**config.mk**
```make
export PLATFORM = sky130hd
export DESIGN_NAME = ic_capture_unit
export DESIGN_NICKNAME = d
export VERILOG_FILES = /design/src/rtl/ic_pkg.sv /design/src/rtl/ic_pin_front.sv /design/src/rtl/ic_glitch_filter.sv /design/src/rtl/ic_edge_capture.sv /design/src/rtl/ic_capture_unit.sv
export SDC_FILE = /design/constraint.sdc
export NUM_CORES = 1
export LEC_CHECK = 0
export ABC_AREA = 1
export BUFFER_PORTS_ARGS = -buffer_cell sky130_fd_sc_hd__buf_4
export CORE_ASPECT_RATIO = 0.9
export CORE_MARGIN = 5
export CORE_UTILIZATION = 52
export DETAILED_ROUTE_END_ITERATION = 8
export PLACE_DENSITY = 0.79
export SLEW_MARGIN = 30
export SYNTH_ARGS = -nofsm -noshare
export SYNTH_HDL_FRONTEND = slang
export SYNTH_SLANG_ARGS = --single-unit
```
**constraint.sdc**
```tcl
create_clock -name clk -period 2.2 [get_ports clk]
set_input_delay 0.11 -clock clk [delete_from_list [all_inputs] [get_ports clk]]
set_output_delay 0.11 -clock clk [all_outputs]
set_load 0.02 [all_outputs]
```
**src/rtl/ic_pkg.sv**
```systemverilog
package ic_pkg;
    typedef enum logic [1:0] {
        CAP_OFF  = 2'd0,
        CAP_RISE = 2'd1,
        CAP_FALL = 2'd2,
        CAP_BOTH = 2'd3
    } cap_mode_e;

    typedef enum logic {
        FLT_STABLE  = 1'b0,
        FLT_QUALIFY = 1'b1
    } flt_state_e;

    typedef enum logic {
        FLG_IDLE    = 1'b0,
        FLG_PENDING = 1'b1
    } flg_state_e;
endpackage

```
**src/rtl/ic_pin_front.sv**
```systemverilog
module ic_pin_front #(
    parameter int NPIN  = 4,
    parameter int SEL_W = 2
) (
    input  logic             clk,
    input  logic             rst_n,
    input  logic [NPIN-1:0]  pin_i,
    input  logic [SEL_W-1:0] pin_sel_i,
    input  logic             invert_i,
    output logic             smp_o
);
    logic lvl;

    always_comb begin
        lvl = pin_i[pin_sel_i] ^ invert_i;
    end

    always_ff @(posedge clk or negedge rst_n) begin
        if (!rst_n) smp_o <= 1'b0;
        else        smp_o <= lvl;
    end
endmodule

```
**src/rtl/ic_glitch_filter.sv**
```systemverilog
module ic_glitch_filter
    import ic_pkg::*;
#(
    parameter int FCNT_W = 3,
    parameter int FPER_W = 8
) (
    input  logic              clk,
    input  logic              rst_n,
    input  logic              smp_i,
    input  logic [FCNT_W-1:0] filt_cnt_i,
    input  logic [FPER_W-1:0] filt_per_i,
    output logic              filt_o
);
    localparam int AG_W = FCNT_W + 2;

    flt_state_e        st_q, st_d;
    logic [AG_W-1:0]   ag_q, ag_d, need;
    logic [FPER_W-1:0] per_q, per_d;
    logic              lvl_q, lvl_d;
    logic              bypass, tick;

    always_ff @(posedge clk or negedge rst_n) begin
        if (!rst_n) begin
            st_q  <= FLT_STABLE;
            ag_q  <= '0;
            per_q <= '0;
            lvl_q <= 1'b0;
        end else begin
            st_q  <= st_d;
            ag_q  <= ag_d;
            per_q <= per_d;
            lvl_q <= lvl_d;
        end
    end

    always_comb begin
        need   = AG_W'(filt_cnt_i) + AG_W'(3);
        bypass = (filt_per_i == '0);
        tick   = !bypass && (per_q >= filt_per_i - FPER_W'(1));
        per_d  = (bypass || tick) ? '0 : per_q + FPER_W'(1);
        st_d   = st_q;
        ag_d   = ag_q;
        lvl_d  = lvl_q;
        if (bypass) begin
            st_d  = FLT_STABLE;
            ag_d  = '0;
            lvl_d = smp_i;
        end else if (tick) begin
            unique case (st_q)
                FLT_STABLE: begin
                    if (smp_i != lvl_q) begin
                        st_d = FLT_QUALIFY;
                        ag_d = AG_W'(1);
                    end
                end
                FLT_QUALIFY: begin
                    if (smp_i == lvl_q) begin
                        st_d = FLT_STABLE;
                        ag_d = '0;
                    end else if (ag_q + AG_W'(1) == need) begin
                        st_d  = FLT_STABLE;
                        ag_d  = '0;
                        lvl_d = smp_i;
                    end else begin
                        ag_d = ag_q + AG_W'(1);
                    end
                end
            endcase
        end
    end

    assign filt_o = lvl_q;
endmodule

```
**src/rtl/ic_edge_capture.sv**
```systemverilog
module ic_edge_capture
    import ic_pkg::*;
#(
    parameter int CNT_W = 16
) (
    input  logic             clk,
    input  logic             rst_n,
    input  logic             filt_i,
    input  logic [1:0]       cap_mode_i,
    input  logic [CNT_W-1:0] count_i,
    input  logic             reload_en_i,
    input  logic             flag_clr_i,
    output logic [CNT_W-1:0] cap_val_o,
    output logic             edge_flag_o,
    output logic             reload_req_o
);
    flg_state_e flg_q, flg_d;
    logic       prev_q, rise, fall, evt;

    always_comb begin
        rise = filt_i & ~prev_q;
        fall = ~filt_i & prev_q;
        unique case (cap_mode_e'(cap_mode_i))
            CAP_OFF:  evt = 1'b0;
            CAP_RISE: evt = rise;
            CAP_FALL: evt = fall;
            CAP_BOTH: evt = rise | fall;
        endcase
    end

    always_comb begin
        flg_d = flg_q;
        unique case (flg_q)
            FLG_IDLE:    if (evt) flg_d = FLG_PENDING;
            FLG_PENDING: if (!evt && flag_clr_i) flg_d = FLG_IDLE;
        endcase
    end

    always_ff @(posedge clk or negedge rst_n) begin
        if (!rst_n) flg_q <= FLG_IDLE;
        else        flg_q <= flg_d;
    end

    always_ff @(posedge clk or negedge rst_n) begin
        if (!rst_n) begin
            prev_q       <= 1'b0;
            cap_val_o    <= '0;
            reload_req_o <= 1'b0;
        end else begin
            prev_q       <= filt_i;
            reload_req_o <= evt & reload_en_i;
            if (evt) cap_val_o <= count_i;
        end
    end

    assign edge_flag_o = (flg_q == FLG_PENDING);
endmodule

```
**src/rtl/ic_capture_unit.sv**
```systemverilog
module ic_capture_unit #(
    parameter int CNT_W  = 16,
    parameter int NPIN   = 4,
    parameter int FCNT_W = 3,
    parameter int FPER_W = 8
) (
    input  logic                     clk,
    input  logic                     rst_n,
    input  logic [NPIN-1:0]          pin_i,
    input  logic [$clog2(NPIN)-1:0]  pin_sel_i,
    input  logic                     invert_i,
    input  logic [1:0]               cap_mode_i,
    input  logic [CNT_W-1:0]         count_i,
    input  logic                     reload_en_i,
    input  logic                     irq_en_i,
    input  logic                     dma_en_i,
    input  logic [FCNT_W-1:0]        filt_cnt_i,
    input  logic [FPER_W-1:0]        filt_per_i,
    input  logic                     flag_clr_i,
    output logic [CNT_W-1:0]         cap_val_o,
    output logic                     edge_flag_o,
    output logic                     reload_req_o,
    output logic                     irq_o,
    output logic                     dma_req_o
);
    localparam int SEL_W = $clog2(NPIN);

    logic smp, filt;

    ic_pin_front #(.NPIN(NPIN), .SEL_W(SEL_W)) u_front (
        .clk       (clk),
        .rst_n     (rst_n),
        .pin_i     (pin_i),
        .pin_sel_i (pin_sel_i),
        .invert_i  (invert_i),
        .smp_o     (smp)
    );

    ic_glitch_filter #(.FCNT_W(FCNT_W), .FPER_W(FPER_W)) u_filt (
        .clk        (clk),
        .rst_n      (rst_n),
        .smp_i      (smp),
        .filt_cnt_i (filt_cnt_i),
        .filt_per_i (filt_per_i),
        .filt_o     (filt)
    );

    ic_edge_capture #(.CNT_W(CNT_W)) u_cap (
        .clk          (clk),
        .rst_n        (rst_n),
        .filt_i       (filt),
        .cap_mode_i   (cap_mode_i),
        .count_i      (count_i),
        .reload_en_i  (reload_en_i),
        .flag_clr_i   (flag_clr_i),
        .cap_val_o    (cap_val_o),
        .edge_flag_o  (edge_flag_o),
        .reload_req_o (reload_req_o)
    );

    assign irq_o     = edge_flag_o & irq_en_i;
    assign dma_req_o = edge_flag_o & dma_en_i;
endmodule

```
Yosys cells after proc, flatten, opt, wreduce, memory -nomap -nowiden:

Cells that the tools add are included.

* register bits: 35
* output and inout port bits: 20
* bits of input ports: 42

* bitwise logic cells: 11
* order comparisons: 2
* equality and inequality tests: 8
* reduce and logical (&&, ||, !) cells: 12
* add/subtract/negate cells: 4
* muxes and demuxes: 24

Operators by type and width (count)
* 5-bit 2-to-1 mux: 5
* 1-bit 2-to-1 mux: 13
* 5-bit case mux with 2 select lines: 1
* 8-bit by 1-bit adder with 8-bit output, second input constant: 1
* 8-bit >= comparator: 1
* 8-bit logical NOT: 1
* 8-bit 2-to-1 mux: 1
* 8-bit by 1-bit subtractor with 8-bit output, second input constant: 1
* 2-bit nonzero test: 3
* 5-bit by 1-bit adder with 5-bit output, second input constant: 1
* 1-bit bitwise AND: 5
* 5-bit == test: 1
* 3-bit by 2-bit adder with 4-bit output, second input constant: 1
* 2-bit == test, second input constant: 2
* 1-bit inverter: 4
* 1-bit case mux with 2 select lines: 2
* 1-bit case mux with 4 select lines: 1
* 4-bit AND reduction: 1
* 2-bit by 3-bit less-than comparator with 1-bit output, second input constant: 1
* 3-bit by 1-bit inequality test with 1-bit output, second input constant: 1
* 1-bit binary-select mux with 2-bit select: 1
* 2-bit by 1-bit == test with 1-bit output, second input constant: 1
* 1-bit logical AND: 2
* 1-bit logical NOT: 2
* other kinds (8): 8

Longest topological paths before layout:

Gate-level depths: netlist of run 1.

* depth in word-level cells: 8
* mapped depth: 15

Hierarchy:

From an unflattened synthesis of run 1, not the netlist that was laid out.

* cell total of the unflattened synthesis: 300
* area, all modules: 2278.4 um^2

By module, submodules not included
* ic_glitch_filter: times used 1, cells each 189, area an instance 1325.0 um^2
* ic_edge_capture: times used 1, cells each 93, area an instance 855.8 um^2
* ic_pin_front: times used 1, cells each 14, area an instance 82.6 um^2
* ic_capture_unit: times used 1, cells each 4, area an instance 15.0 um^2

Worst setup path before layout of run 1:

No wires, ideal clock.

* path kind: in2reg
* start point: in filt_per_i[0]
* end point: reg u_filt.lvl_q (netlist: u_filt.filt_o)
* stages on the path: 14
* path slack: 455 ps
* arrival: 1629 ps
* data required time: 2083 ps
* setup time: 117 ps
* cells stage by stage: inv_1 -> ha_1 -> nand4_2 -> nand2_1 -> inv_1 -> ha_1 -> nand2_1 -> nor2_1 -> nand4_1 -> nand4_1 -> buf_4 -> nand2_1 -> nand2_1 -> nand2_1

* cells in the longest elaborated chain, start to end: 5
* elaborated cells on any way between the ends: 11
* classes of those cells: add/sub: 1; order compare: 1; eq/ne: 1; mux: 1; reduce/logical: 7

Ends and longest elaborated chain
* start: declaration: RTL line ic_capture_unit.sv:18 `input logic [FPER_W-1:0] filt_per_i,`
* 8-bit by 1-bit subtractor with 8-bit output / 8-bit logical NOT (equally long branches): RTL line ic_glitch_filter.sv:39, ic_glitch_filter.sv:38
* 8-bit >= comparator / 1-bit logical NOT (equally long branches): RTL line ic_glitch_filter.sv:39 `tick = !bypass && (per_q >= filt_per_i - FPER_W'(1));`
* 1-bit logical AND: RTL line ic_glitch_filter.sv:39
* 2-bit nonzero test (no line)
* 4-bit AND reduction (no line)
* end signal: assignment: RTL line ic_glitch_filter.sv:32 `lvl_q <= lvl_d;`
* end: declaration: RTL line ic_glitch_filter.sv:19 `logic lvl_q, lvl_d;`

Several ways; a longest one is shown, not always the timed one.
A chain may end at the register's enable or synchronous reset.

Final worst setup path of run 1:

* start point: in filt_per_i[0]
* end point: reg u_filt.ag_q[2]

* cells in the longest elaborated chain, start to end: 5
* elaborated cells on any way between the ends: 9
* classes of those cells: add/sub: 1; order compare: 1; eq/ne: 1; mux: 1; reduce/logical: 5

Ends and longest elaborated chain
* 8-bit by 1-bit subtractor with 8-bit output / 8-bit logical NOT (equally long branches): RTL line ic_glitch_filter.sv:39, ic_glitch_filter.sv:38
* 8-bit >= comparator / 1-bit logical NOT (equally long branches): RTL line ic_glitch_filter.sv:39
* 1-bit logical AND: RTL line ic_glitch_filter.sv:39
* 2-bit nonzero test (no line)
* 2-bit AND reduction (no line)
* end signal: assignment: RTL line ic_glitch_filter.sv:30 `ag_q <= ag_d;`
* end: declaration: RTL line ic_glitch_filter.sv:17 `logic [AG_W-1:0] ag_q, ag_d, need;`

Several ways; a longest one is shown, not always the timed one.

==> impl_results.md, run 1 <==
* Layout area overhead at 28.4%
* Worst hold slack at 36.4 ps
* First DRT Iteration DRCs at 88
* Post-synthesis compound-gate area fraction at 9.79%
* CTS tree: done
* Initial core utilization at 53.9%
* # IOs at 62
* Critical path endpoint category: flip-flop
* Synth Register Bits at 35
* RSZ-0062 raised after global routing: false
* Die area at 5630 um2
* Post-route cell area at 2820 um2
* Slew @ Worst Pin at 429 ps
* Yosys warns at 0
* Main synth FF type: dfrtp_1
* Count of final max-slew check failures at 0
* GPL Wtd Cong at 0.872
* Worst slew margin at 71.4%
* Endpoints failing hold at 0
* Die width at 78.5 um
* Syn Area/Cell at 7.60 um2
* Layout filler cell count at 366
* DR pass1 iterations at 4
* Diode count at 0
* Fin cells at 405
* Total wire length at 4380 um
* Lkg Pwr at 1.60 nW
* First-pass GRT wire length at 7910 um
* TNS Setup at 0 ps
* DP Cell Count at 395
* Seq/Total Area, Yosys at 39.9%
* CTS Buffer Depth at 2
* Ys async rst share at 100%
* Final nets at 413
* Initial antenna violation count at 0
* Total of cells resized after clock tree synthesis at 0
* DRT antenna net count at 0
* Clock Sinks at 35
* CTS root buffer: clkbuf_8
* DP HPWL at 3540 um
* Cell area after synthesis at 2200 um2
* Cell Area, Placed at 2690 um2
* Gr usage total at 17.4%
* Reg-to-reg slack, setup at 480 ps
* Max Cap Viol at 0
* Clk_skew at 8.09 ps
* Vias in the first global route at 1918
* Main combinational cell family by area after synthesis: simple AND/OR/NAND/NOR gates
* Worst-path clk slew at 70 ps
* DRC viols at 0
* CP Data Required Time at 2370 ps
* Post-Synth Simple-Gate Area at 26.1%
* Syn Nets at 345
* Row cnt at 22
* Critical path class: in -> reg
* Worst EP arrival at 1920 ps
* Post-synthesis mux area share at 0%
* Min-Delay Path Class: in -> reg
* Largest net degree at the start of global routing at 36
* Crit Path Max Fanout at 7
* Cts bufs inserted at 5
* H-tree depth at 2
* Share of cells above drive strength 1 at 23.8%
* Final Cycle Share at 80.0%
* Post-Synth Adder-Cell Area at 7.97%
* VDD IR-drop max at 0.000813 V
* Mapped Cells at 289
* Maximum clock frequency at 568 MHz
* Detailed-route via count at 1956
* Clk Latency, worst-skew pair at 290 ps
* Via density at 4.83
* Pwr dens at 1090 nW/um2
* Post-synth EDFFs at 0
* Core footprint at 4070 um2
* Die height at 71.7 um
* Tmin final at 1760 ps
* Cell variety after synth at 27
* Port Buf Inserts at 61
* Post-synthesis xor/xnor area fraction at 3.99%
* Startpoint types: input pin
* Overflow left after global routing at 0
* Status: completed
* Pwr Total at 3.08 mW
* Final setup fails at 0
* Wire per inst at 10.8 um
final timing paths:
check | startpoint | to | cells past startpoint
max | filt_per_i[0] | u_filt.ag_q[2] | 14
min | reload_en_i | u_cap.reload_req_o | 3
max reg2reg | u_filt.ag_q[0] | u_filt.ag_q[0] | 12
min reg2reg | u_filt.per_q[0] | u_filt.per_q[0] | 1
max in group asynchronous | rst_n | u_filt.per_q[5] | 2
min in group asynchronous | rst_n | u_cap.cap_val_o[11] | 2
per-stage QoR:
| stage | setup slack, ps | util (%) |
|---|---|---|
| finish | 440 | 69.3 |
| global route | 220 | 69.3 |
| CTS | 435 | 69.3 |
| detailed placement | 127 | 65.9 |
| global placement | 235 | 65.9 |
| floorplan | 455 | - |
per-layer routing:
layer  vias up  GRT usage (%)  part of all wire (%)
li1       1038              -                     -
met1       862           21.1                    46
met2        47           27.8                    45
met3         9           6.78                   7.6
met4         0           6.80                   1.4
met5         -              0                     0
flip-flops by register name (all words and copies together), names as in the netlist:
signal              flops
u_filt.st_q             1
u_cap.prev_q            1
u_front.smp_o           1
u_cap.edge_flag_o       1
u_filt.filt_o           1
u_filt.ag_q             5
u_filt.per_q            8
u_cap.cap_val_o        16
u_cap.reload_req_o      1
placed cells by master (no fill, tap or decap), drive strengths merged, types with 2 or more instances in the layout:
master / n
nor3: 3
nand2: 76
nand4: 8
a21oi: 8
dlygate4sd3: 3
buf: 63
o21ai: 23
inv: 60
clkbuf: 5
xnor2: 2
ha: 14
o21a: 3
nor3b: 2
nor2: 25
xor2: 8
dfrtp: 35
nand3: 13
layout make-up:
type | count | area, um2 | share of cell area, %
Multi-Input combinational cell | 189 | 1050 | 37.3
Sequential cell | 35 | 876 | 31.0
Timing Repair Buffer | 66 | 503 | 17.8
Inverter | 60 | 225 | 7.98
Clock buffer | 5 | 68.8 | 2.44
Tap cell | 48 | 60.1 | 2.13
Clock inverter | 2 | 37.5 | 1.33
synth_stat cells (3+ instances only):
cell type  count  share of area, %
xor2_1         8               3.2
nor2_2         4               1.1
buf_4          3               1.0
nor3_1         3              0.68
a21oi_1        8               1.8
nand3_1       12               2.7
o21ai_1       20               4.6
nand2_1       74                13
ha_1          14               8.0
dfrtp_1       35                40
nand4_1        7               2.0
o21a_1         3               1.0
o21ai_0        3              0.68
inv_2          4              0.68
inv_1         56               9.6
nor2_1        21               3.6
worst max-delay path, cell delays in order:
cell     delay (ps)
buf_4           110
inv_1           100
ha_1            250
nand4_2         160
nand2_1          90
inv_1            40
ha_1            260
nand2_1          60
nor2_1          150
nand4_1         120
nand4_1         140
nand2_1         170
nand2_1         100
o21ai_1          60
power by group:
| group | leakage [nW] | switching, mW | internal, mW | total [mW] |
|---|---|---|---|---|
| Sequential | 0.446 | 0.212 | 0.901 | 1.11 |
| Clock | 0.0502 | 0.229 | 0.331 | 0.560 |
| Combinational | 1.10 | 0.797 | 0.608 | 1.40 |
cells by family after synthesis:
family	after synthesis
adders and majority gates	14
xor gates and xnor gates	10
AOI/OAI and AO/OA	37
buffers and inverters	65
and+or+nand+nor	128
DFF	35
timing repair:
action | CTS | global route
hold endpoints to repair | 37 | 0
hold buffers | 3 | 0
setup buffers | 0 | 0
(Power assumes the default switching activity.)
==> run 2: changes to the inputs <==
==> constraint.sdc (replaced) <==
create_clock -name clk -period 1.7 [get_ports clk]
set_input_delay 0.085 -clock clk [delete_from_list [all_inputs] [get_ports clk]]
set_output_delay 0.085 -clock clk [all_outputs]
set_load 0.02 [all_outputs]
==> impl_results.md, run 2 (same netlist as run 1, synthesis figures left out) <==
* Initial core utilization at 53.9% (unchanged)
* Share of cells above drive strength 1 at 34.1% (+10 points)
* Net Sw Frac at 41.5% (+1.3 points)
* Layout filler cell count at 305 (-17%)
* Clk pwr share at 15.1% (-3.1 points)
* Clock Sinks at 35 (unchanged)
* Post-route cell area at 3110 um2 (+10%)
* Biggest register: u_cap.cap_val_o
* Tmin final at 1700 ps
* Critical Path Slowest Stage Cell: dfrtp_1
* Final Cycle Share at 100%
* Via density at 4.95 (+2.5%)
* Clk_skew at 5.41 ps (-2.68 ps)
* Sequential share of power at 33.0% (-3.2 points)
* Port Buf Inserts at 61 (unchanged)
* CP delay by family, top: simple AND/OR/NAND/NOR gates
* Endpoints failing hold at 0 (unchanged)
* Crit path from: u_filt.per_q[7]
* Largest net degree at the start of global routing at 36 (unchanged)
* Status: completed
* Critical path class: reg -> reg
* Worst slew margin at 71.2% (-0.18 points)
* CTS tree: done
* Row cnt at 22 (unchanged)
* First-pass GRT wire length at 8810 um (+11%)
* H-tree depth at 2 (unchanged)
* Vias in the first global route at 2104 (+9.7%)
* Worst hold start: reload_en_i
* First DRT Iteration DRCs at 129 (+47%)
* Die width at 78.5 um (unchanged)
* Lkg Pwr at 1.70 nW (+6.4%)
* Die height at 71.7 um (unchanged)
* Top flop regs: u_cap.cap_val_o (16), u_filt.per_q (8), u_filt.ag_q (5)
* Largest register FFs at 16 (unchanged)
* Min-Delay Path Class: in -> reg
* Worst EP arrival at 1880 ps (-40 ps)
* Count of final max-slew check failures at 0 (unchanged)
* DRT antenna net count at 0 (unchanged)
* Cts bufs inserted at 5 (unchanged)
* CTS Buffer Depth at 2 (unchanged)
* Die area at 5630 um2 (unchanged)
* Pwr dens at 1410 nW/um2 (+29%)
* DP Cell Count at 405 (+2.5%)
* Crit path buffers/inverters at 2 (-1)
* Crit Path Max Fanout at 5 (-2)
* Layout area overhead at 41.5%
* Worst-path clk slew at 70 ps (about the same)
* Final nets at 430 (+4.1%)
* Max Cap Viol at 0 (unchanged)
* Detailed-route via count at 2094 (+7.1%)
* Critical-path cell list: ha_1 > nand2_1 > nor2_2 > nand4_1 > nand4_1 > buf_6 > inv_2 > nand2_2 > nand2_1
* Overflow left after global routing at 0 (unchanged)
* RSZ-0062 raised after global routing: true
* Util after Layout at 76.3% (+7.1 points)
* Critical R2R Launch: u_filt.per_q[7]
* Fin cells at 423 (+4.4%)
* GPL Wtd Cong at 0.810 (-7.1%)
* Total wire length at 5400 um (+23%)
* Most common cell after layout, fill and taps aside: buf_4
* Gate power share at 51.9% (+6.3 points)
* Initial antenna violation count at 0 (unchanged)
* Cell Area, Placed at 2780 um2 (+3.4%)
* Diode count at 0 (unchanged)
* CTS root buffer: clkbuf_8
* DRC viols at 0 (unchanged)
* Slew @ Worst Pin at 432 ps (+2.72 ps)
* Wire per inst at 12.8 um (+18%)
* CP Data Required Time at 1880 ps (-490 ps)
* Startpoint types: flip-flop
* Commonest cells after routing, fill and taps aside: buf_4 (73), nand2_1 (67), inv_1 (51)
* Sw power at 1.81 mW (+47%)
* Clk Latency, worst-skew pair at 280 ps (about the same)
* Critical path endpoint category: flip-flop
* Internal power at 2.56 mW (+39%)
* Final setup fails at 0 (unchanged)
* # IOs at 62 (unchanged)
* Gr usage total at 19.3% (+1.9 points)
* DP HPWL at 3920 um (+11%)
* DR pass1 iterations at 5 (+1)
* VDD IR-drop max at 0.00107 V (+32%)
* Maximum clock frequency at 588 MHz
* Max incr delay on CP at 410 ps (+150 ps)
* Core footprint at 4070 um2 (unchanged)
[run 2: cell count changes in the layout (fill, tap and decap cells not counted), sizes merged]
cell / change
clkbuf: +3
clkinvlp: -1
buf: +17
bufinv: -1
[run 2: worst paths after layout]
check / slack (ps) / to / cells past startpoint
setup / recovery: 0.1 / u_filt.st_q / 9
hold / removal: 20 / u_cap.reload_req_o / 3
setup reg to reg: 0.1 / u_filt.st_q / 9
hold reg to reg: 480 / u_filt.per_q[0] / 1
max in group asynchronous: 1110 / u_filt.per_q[7] / 2
min in group asynchronous: 290 / u_cap.cap_val_o[13] / 2
[run 2: layout make-up]
type                    instances  area [um2]  share of cell area, %
multi-input cells             189        1180                   38.0
flip-flops and latches         35         876                   28.2
repair buffers                 83         663                   21.3
inverters                      60         228                   7.32
clock buffers                   8         100                   3.22
well taps                      48        60.1                   1.93
[run 2: worst register-to-register path, stage by stage, from the launching register on]
cell	delay [ps]
dfrtp_1	410
ha_1	310
nand2_1	80
nor2_2	150
nand4_1	160
nand4_1	180
buf_6	160
inv_2	50
nand2_2	50
nand2_1	50
[run 2: per-stage QoR]
stage / power, mW / setup TNS (ps) / hold WS (ps) / worst slack (ps)
6_report: 4.37 / 0 / 18.2 / 0.142
5_1_grt: 4.74 / -1100 / 12.5 / -129
4_1_cts: 4.12 / 0 / 9.98 / 4.03
3_5_place_dp: 3.41 / -3820 / 59.4 / -315
3_3_place_gp: 3.32 / -2520 / 56.5 / -213
2_1_floorplan: 2.64 / 0 / -211 / 1.31
[run 2: per-layer routing]
layer / routed length, um / vias up / GRT usage (%)
met4: 129 / 0 / 4.47
met2: 2630 / 77 / 33.8
met1: 2210 / 932 / 22.9
met3: 436 / 13 / 6.53
met5: 0 / - / 0
li1: - / 1072 / -
[run 2: power by group through the flow]
stage	registers, mW	logic (mW)	clock network, mW
after floorplan	1.63	1.01	0
after global placement	1.42	1.90	0
after detailed placement	1.43	1.98	0
after CTS	1.43	2.02	0.671
after global routing	1.49	2.53	0.722
final	1.44	2.27	0.660
[run 2: timing repair]
action	CTS	global route
setup buffers	1	5
resized for setup	5	31
endpoints found under the setup margin	3	15
hold buffers	3	0
pin swaps	2	23
gates cloned	0	1
hold endpoints to repair	37	0
